===== src/rtl/sparse_addr_pkg.sv =====
package sparse_addr_pkg;
  localparam int CPU_AW = 40;
  localparam int PCI_AW = 32;
  localparam int RELOC_W = 32;
  localparam int LANES = 4;
  localparam int LEN_W = $clog2(LANES) + 1;
  localparam int HI_W = PCI_AW - 3;

  typedef enum logic [2:0] {
    RG_NONE = 3'd0,
    RG_MEM1 = 3'd1,
    RG_MEM2 = 3'd2,
    RG_MEM3 = 3'd3,
    RG_IOA  = 3'd4,
    RG_IOB  = 3'd5
  } region_e;
endpackage


===== src/rtl/sparse_region_dec.sv =====
module sparse_region_dec
  import sparse_addr_pkg::*;
(
  input  logic [CPU_AW-1:0]  addr_i,
  input  logic [RELOC_W-1:0] reloc_i,
  output region_e            region_o,
  output logic [HI_W-1:0]    pci_hi_o,
  output logic               is_io_o
);
  always_comb begin
    region_o = RG_NONE;
    pci_hi_o = '0;
    if (addr_i[39:35] == 5'b10000) begin
      if (!addr_i[34]) begin
        region_o = RG_MEM1;
        pci_hi_o = {reloc_i[31:29], addr_i[33:8]};
      end else if (addr_i[33:32] == 2'b00) begin
        region_o = RG_MEM2;
        pci_hi_o = {reloc_i[28:24], addr_i[31:8]};
      end else if (addr_i[33:32] == 2'b01) begin
        if (!addr_i[31]) begin
          region_o = RG_MEM3;
          pci_hi_o = {reloc_i[23:18], addr_i[30:8]};
        end else if (!addr_i[30]) begin
          region_o = RG_IOA;
          pci_hi_o = {7'd0, addr_i[29:8]};
        end else begin
          region_o = RG_IOB;
          pci_hi_o = {reloc_i[6:0], addr_i[29:8]};
        end
      end
    end
    is_io_o = (region_o == RG_IOA) || (region_o == RG_IOB);
  end
endmodule


===== src/rtl/sparse_lane_enc.sv =====
module sparse_lane_enc
  import sparse_addr_pkg::*;
(
  input  logic [4:0]       code_i,   // CPU bits 7:3
  input  logic             is_io_i,
  output logic [LANES-1:0] be_no,
  output logic [LEN_W-1:0] len_o,
  output logic [2:0]       low_o,
  output logic             legal_o
);
  logic [1:0] size;
  logic [1:0] off;
  logic [2:0] last;

  assign size    = code_i[1:0];
  assign off     = code_i[3:2];
  assign last    = {1'b0, off} + {1'b0, size};
  assign legal_o = (last <= 3'd3);
  assign len_o   = LEN_W'({1'b0, size}) + LEN_W'(1);
  assign low_o   = {code_i[4], is_io_i ? off : 2'b00};

  for (genvar k = 0; k < LANES; k++) begin : g_lane
    assign be_no[k] = !((3'(k) >= {1'b0, off}) && (3'(k) <= last));
  end
endmodule


===== src/rtl/sparse_addr_gen.sv =====
module sparse_addr_gen
  import sparse_addr_pkg::*;
(
  input  logic               clk_i,
  input  logic               rst_ni,
  input  logic               in_valid_i,
  output logic               in_ready_o,
  input  logic [CPU_AW-1:0]  cpu_addr_i,
  input  logic               write_i,
  input  logic [RELOC_W-1:0] reloc_i,
  output logic               out_valid_o,
  input  logic               out_ready_i,
  output logic [PCI_AW-1:0]  pci_addr_o,
  output logic [LANES-1:0]   byte_en_no,
  output logic [LEN_W-1:0]   len_o,
  output logic [2:0]         region_o,
  output logic               write_o,
  output logic               illegal_o
);
  region_e          region_d;
  logic [HI_W-1:0]  hi_d;
  logic             is_io_d;
  logic [LANES-1:0] be_d;
  logic [LEN_W-1:0] len_d;
  logic [2:0]       low_d;
  logic             legal_d;
  logic             accept;
  logic             good_d;

  sparse_region_dec u_dec (
    .addr_i  (cpu_addr_i),
    .reloc_i (reloc_i),
    .region_o(region_d),
    .pci_hi_o(hi_d),
    .is_io_o (is_io_d)
  );

  sparse_lane_enc u_enc (
    .code_i (cpu_addr_i[7:3]),
    .is_io_i(is_io_d),
    .be_no  (be_d),
    .len_o  (len_d),
    .low_o  (low_d),
    .legal_o(legal_d)
  );

  assign in_ready_o = !out_valid_o || out_ready_i;
  assign accept     = in_valid_i && in_ready_o;
  assign good_d     = legal_d && (region_d != RG_NONE);

  always_ff @(posedge clk_i or negedge rst_ni) begin
    if (!rst_ni) begin
      out_valid_o <= 1'b0;
      illegal_o   <= 1'b0;
      pci_addr_o  <= '0;
      byte_en_no  <= '1;
      len_o       <= '0;
      region_o    <= RG_NONE;
      write_o     <= 1'b0;
    end else begin
      illegal_o <= 1'b0;
      if (accept) begin
        out_valid_o <= good_d;
        illegal_o   <= !good_d;
        pci_addr_o  <= {hi_d, low_d};
        byte_en_no  <= be_d;
        len_o       <= len_d;
        region_o    <= region_d;
        write_o     <= write_i;
      end else if (out_ready_i) begin
        out_valid_o <= 1'b0;
      end
    end
  end

  assert_hold_R10: assert property (@(posedge clk_i) disable iff (!rst_ni)
    out_valid_o && !out_ready_i |=> out_valid_o && $stable(pci_addr_o)
      && $stable(byte_en_no) && $stable(len_o) && $stable(write_o));

  assert_illegal_novalid_R7: assert property (@(posedge clk_i) disable iff (!rst_ni)
    illegal_o |-> !out_valid_o);

  assert_be_len_R6: assert property (@(posedge clk_i) disable iff (!rst_ni)
    out_valid_o |-> ($countones(~byte_en_no) == int'(len_o)));

  assert_region_R8: assert property (@(posedge clk_i) disable iff (!rst_ni)
    out_valid_o |-> (region_o != RG_NONE) && (region_o <= RG_IOB));

  assert_pulse_R11: assert property (@(posedge clk_i) disable iff (!rst_ni)
    illegal_o && !in_valid_i |=> !illegal_o);

  assert_latency_R9: assert property (@(posedge clk_i) disable iff (!rst_ni)
    !in_valid_i && (!out_valid_o || out_ready_i) |=> !out_valid_o && !illegal_o);
endmodule


===== config.mk =====
export PLATFORM = sky130hd
export DESIGN_NAME = sparse_addr_gen
export DESIGN_NICKNAME = d
export VERILOG_FILES = /design/src/rtl/sparse_addr_pkg.sv /design/src/rtl/sparse_region_dec.sv /design/src/rtl/sparse_lane_enc.sv /design/src/rtl/sparse_addr_gen.sv
export SDC_FILE = /design/constraint.sdc
export NUM_CORES = 1
export LEC_CHECK = 0
export ABC_AREA = 0
export ABC_CLOCK_PERIOD_IN_PS = 3900
export BUFFER_PORTS_ARGS = -buffer_cell sky130_fd_sc_hd__buf_4
export CAP_MARGIN = 10
export CORE_UTILIZATION = 47
export CTS_BUF_LIST = sky130_fd_sc_hd__clkbuf_16
export DETAILED_ROUTE_END_ITERATION = 10
export HOLD_SLACK_MARGIN = 0.03
export PLACE_DENSITY = 0.92
export SETUP_SLACK_MARGIN = 0.2
export SYNTH_ARGS = -nofsm -noshare
export SYNTH_HDL_FRONTEND = slang
export SYNTH_SLANG_ARGS = --single-unit

===== constraint.sdc =====
create_clock -name clk_i -period 3.9 [get_ports clk_i]
set_clock_uncertainty 0.2 [all_clocks]
set_input_delay 0.195 -clock clk_i [delete_from_list [all_inputs] [get_ports clk_i]]
set_output_delay 0.195 -clock clk_i [all_outputs]
set_load 0.05 [all_outputs]

==> results.sh <==
export IMPL_p_clk_frac=0.346
export IMPL_path_max_fanout=34
export IMPL_cts_tree="yes"
export IMPL_regArea_sq_mm=0.00113
export IMPL_cp_slowest_cell="and2_1"
export IMPL_coreArea_sq_mm=0.00414
export IMPL_hold_path_class="in -> reg"
export IMPL_most_common_layout_cells="buf_4, nand2_1, dfrtp_1, dlygate4sd3_1, o21ai_1"
export IMPL_clock_sinks=45
export IMPL_rsz0062_at_grt="false"
export IMPL_fin_crit_sh=0.589
export IMPL_gp_congestion=0.706
export IMPL_ir_drop_mv=0.275
export IMPL_rrSetupSlack_ps=1660
export IMPL_cts_repair_resize_count=0
export IMPL_post_dp_hpwl_um=3850
export IMPL_synth_seq_cells=45
export IMPL_drive_above_1_share=0.343
export IMPL_drv_cap=0
export IMPL_grt_use_total=0.285
export IMPL_clk_path_buf_depth=2
export IMPL_drc=0
export IMPL_port_buffer_count=108
export IMPL_powerDensity_mw_per_mm2=333
export IMPL_grt_pass1_vias=2169
export IMPL_tightest_slew_ps=1180
export IMPL_final_util=0.808
export IMPL_syn_to_final_growth_pct=59.2
export IMPL_avgViaCountPerCell=5.38
export IMPL_grt_pass1_wl_um=9730
export IMPL_hold_ws_ps=59.7
export IMPL_io_pins=123
export IMPL_routed_wl_um=6630
export IMPL_relSlewSlack=0.214
export IMPL_dr_pass1_iters=4
export IMPL_r2r_end="pci_addr_o[29]"
export IMPL_cellLeakagePower_nw=1.70
export IMPL_syn_instance_count=236
export IMPL_ys_seq_area_frac=0.537
export IMPL_crit_arrival_ps=2290
export IMPL_fill_cells=272
export IMPL_clkTransAtPathRegs_ps=50
export IMPL_p_sw_frac=0.267
export IMPL_diodes=0
export IMPL_pwr_share_seq=0.444
export IMPL_grt_max_degree=46
export IMPL_fp_row_count=23
export IMPL_cts_buffers_inserted=5
export IMPL_final_common_cell="buf_4"
export IMPL_wl_met3_um=468
export IMPL_tns_ps=0
export IMPL_finalCriticalPeriod_ps=2300
export IMPL_start_util=0.508
export IMPL_rr_startpoint="out_valid_o"
export IMPL_syn_cell_area_sq_mm=0.00210
export IMPL_drt_initial_drc_count=154
export IMPL_cp_required_ps=3900
export IMPL_clk_latency_ps=270
export IMPL_start_kind="primary input"
export IMPL_synth_edf_count=0
export IMPL_worstSetupPathType="in -> reg"
export IMPL_root_buffer="clkbuf_16"
export IMPL_multi_input_area_sq_um=873
export IMPL_finalSetupViolations=0
export IMPL_fp_dieW_um=68.9
export IMPL_hold_viol_final=0
export IMPL_path_depth=5
export IMPL_cp_cell_sequence="dlygate4sd3_1 > buf_4 > and2_1 > nand2_1 > o21ai_1"
export IMPL_drt_met1_wl_um=2340
export IMPL_status="finished, final reports clean"
export IMPL_max_freq_mhz=435
export IMPL_htree_num_levels=2
export IMPL_grt_ovfl_total=0
export IMPL_p_int_w=0.000817
export IMPL_dr_total_vias=2258
export IMPL_slowest_delay_ps=900
export IMPL_syn_nets=316
export IMPL_async_reset_ff_frac=1.00
export IMPL_worstRegToRegCells=4
export IMPL_worstHoldStart="cpu_addr_i[34]"
export IMPL_dr_max_layer_used="met4"
export IMPL_nNetsFinal=449
export IMPL_synth_cell_type_count=34
export IMPL_antenna_found_initial=0
export IMPL_fp_dieH_um=68.9
export IMPL_slew_violations=0
export IMPL_hold_end="pci_addr_o[25]"
export IMPL_endpoint_kind="flop"
export IMPL_ys_warnings_count=0
export IMPL_p_sw_w=0.000298
export IMPL_synth_ff_type="dfrtp_1"
export IMPL_holdPathStages=3
export IMPL_critPathTopFamily="simple AND/OR/NAND/NOR gates"
export IMPL_ant_nets=0
export IMPL_avgSynthCellArea_sq_um=8.92
export IMPL_pwr_share_comb=0.211
export IMPL_cp_num_buf_inv=2
export IMPL_die_area_sq_mm=0.00475
export IMPL_dr_wl_met2_um=3620
export IMPL_avgRoutedWirePerCell_um=15.8
[worst max-delay path by stage]
| stage | end | startpoint |
|---|---|---|
| after CTS | pci_addr_o[29] | in_valid_i |
| after global placement | pci_addr_o[31] | out_valid_o |
| final | pci_addr_o[29] | in_valid_i |
| after floorplan | pci_addr_o[25] | out_valid_o |
| after global routing | pci_addr_o[28] | in_valid_i |
| after detailed placement | pci_addr_o[28] | out_valid_o |
[synthesized netlist by cell type, types with 2 or more instances]
library cell  number  area (sq um)
nand3_1            6          30.0
nand4_1            3          18.8
inv_1              2          7.51
buf_2              5          25.0
dfstp_2            4           105
ha_1               2          25.0
and3_1             2          12.5
o21ai_1           21           105
dfrtp_1           41          1030
buf_6              2          22.5
a21oi_1            6          30.0
buf_4              3          22.5
clkbuf_2           3          15.0
nand2b_2           6          52.6
a311oi_1           4          35.0
nor2_1            13          48.8
clkbuf_1           2          7.51
nand2_1           81           304
o21ai_0           15          75.1
[flip-flops by register name (all words and copies together), names as in the netlist]
register	cells
illegal_o	1
len_o	3
pci_addr_o	32
region_o	3
byte_en_no	4
write_o	1
out_valid_o	1
[cells by family (layout without fill, tap and decap cells)]
family                     count (synthesis)  after routing  synth area share
adders and majority gates                  3              3            0.0214
buffers and inverters                     17            151            0.0476
DFF                                       45             45             0.537
and+or+nand+nor                          117            117             0.243
AOI/OAI and AO/OA                         54             54             0.150
[tightest hold or removal path: stages]
cell	delay (ps)
buf_4	120
o21ai_0	70
a22o_1	120
[repair_timing]
item                       in CTS  in global routing
hold endpoints to repair       73                  0
hold buffers                   32                  0
setup endpoints to repair       0                  0
buffers inserted                0                  0
[power by group through the flow]
stage / Clock, W / Combinational [W] / Sequential [W]
3_5_place_dp: 0 / 0.000202 / 0.000501
3_3_place_gp: 0 / 0.000198 / 0.000500
4_1_cts: 0.000388 / 0.000230 / 0.000493
5_1_grt: 0.000407 / 0.000252 / 0.000496
2_1_floorplan: 0 / 0.0000594 / 0.000552
6_report: 0.000386 / 0.000235 / 0.000495
[layer usage]
| layer | global-route usage | vias up |
|---|---|---|
| li1 | - | 1054 |
| met1 | 0.291 | 1052 |
| met2 | 0.546 | 132 |
| met3 | 0.0609 | 20 |
| met4 | 0.130 | 0 |
| met5 | 0 | - |
[metrics by stage]
| stage | area (sq um) | total power, W | cells | setup slack [ps] |
|---|---|---|---|---|
| 3_5_place_dp | 2890 | 0.000704 | 380 | 1640 |
| 5_1_grt | 3350 | 0.00115 | 420 | 1400 |
| 4_1_cts | 3350 | 0.00111 | 420 | 1600 |
| 6_report | 3350 | 0.00112 | 420 | 1600 |
| 2_1_floorplan | 2100 | 0.000612 | 236 | 2050 |
| 3_3_place_gp | 2890 | 0.000698 | 380 | 1730 |
[area by class of cell]
| class | instances | area share |
|---|---|---|
| Timing Repair Buffer | 141 | 0.340 |
| Clock buffer | 5 | 0.0374 |
| Multi-Input combinational cell | 174 | 0.261 |
| Clock inverter | 3 | 0.00336 |
| Sequential cell | 45 | 0.338 |
| Tap cell | 50 | 0.0187 |
| Inverter | 2 | 0.00224 |
No activity file was read; power rests on OpenSTA's default activity.
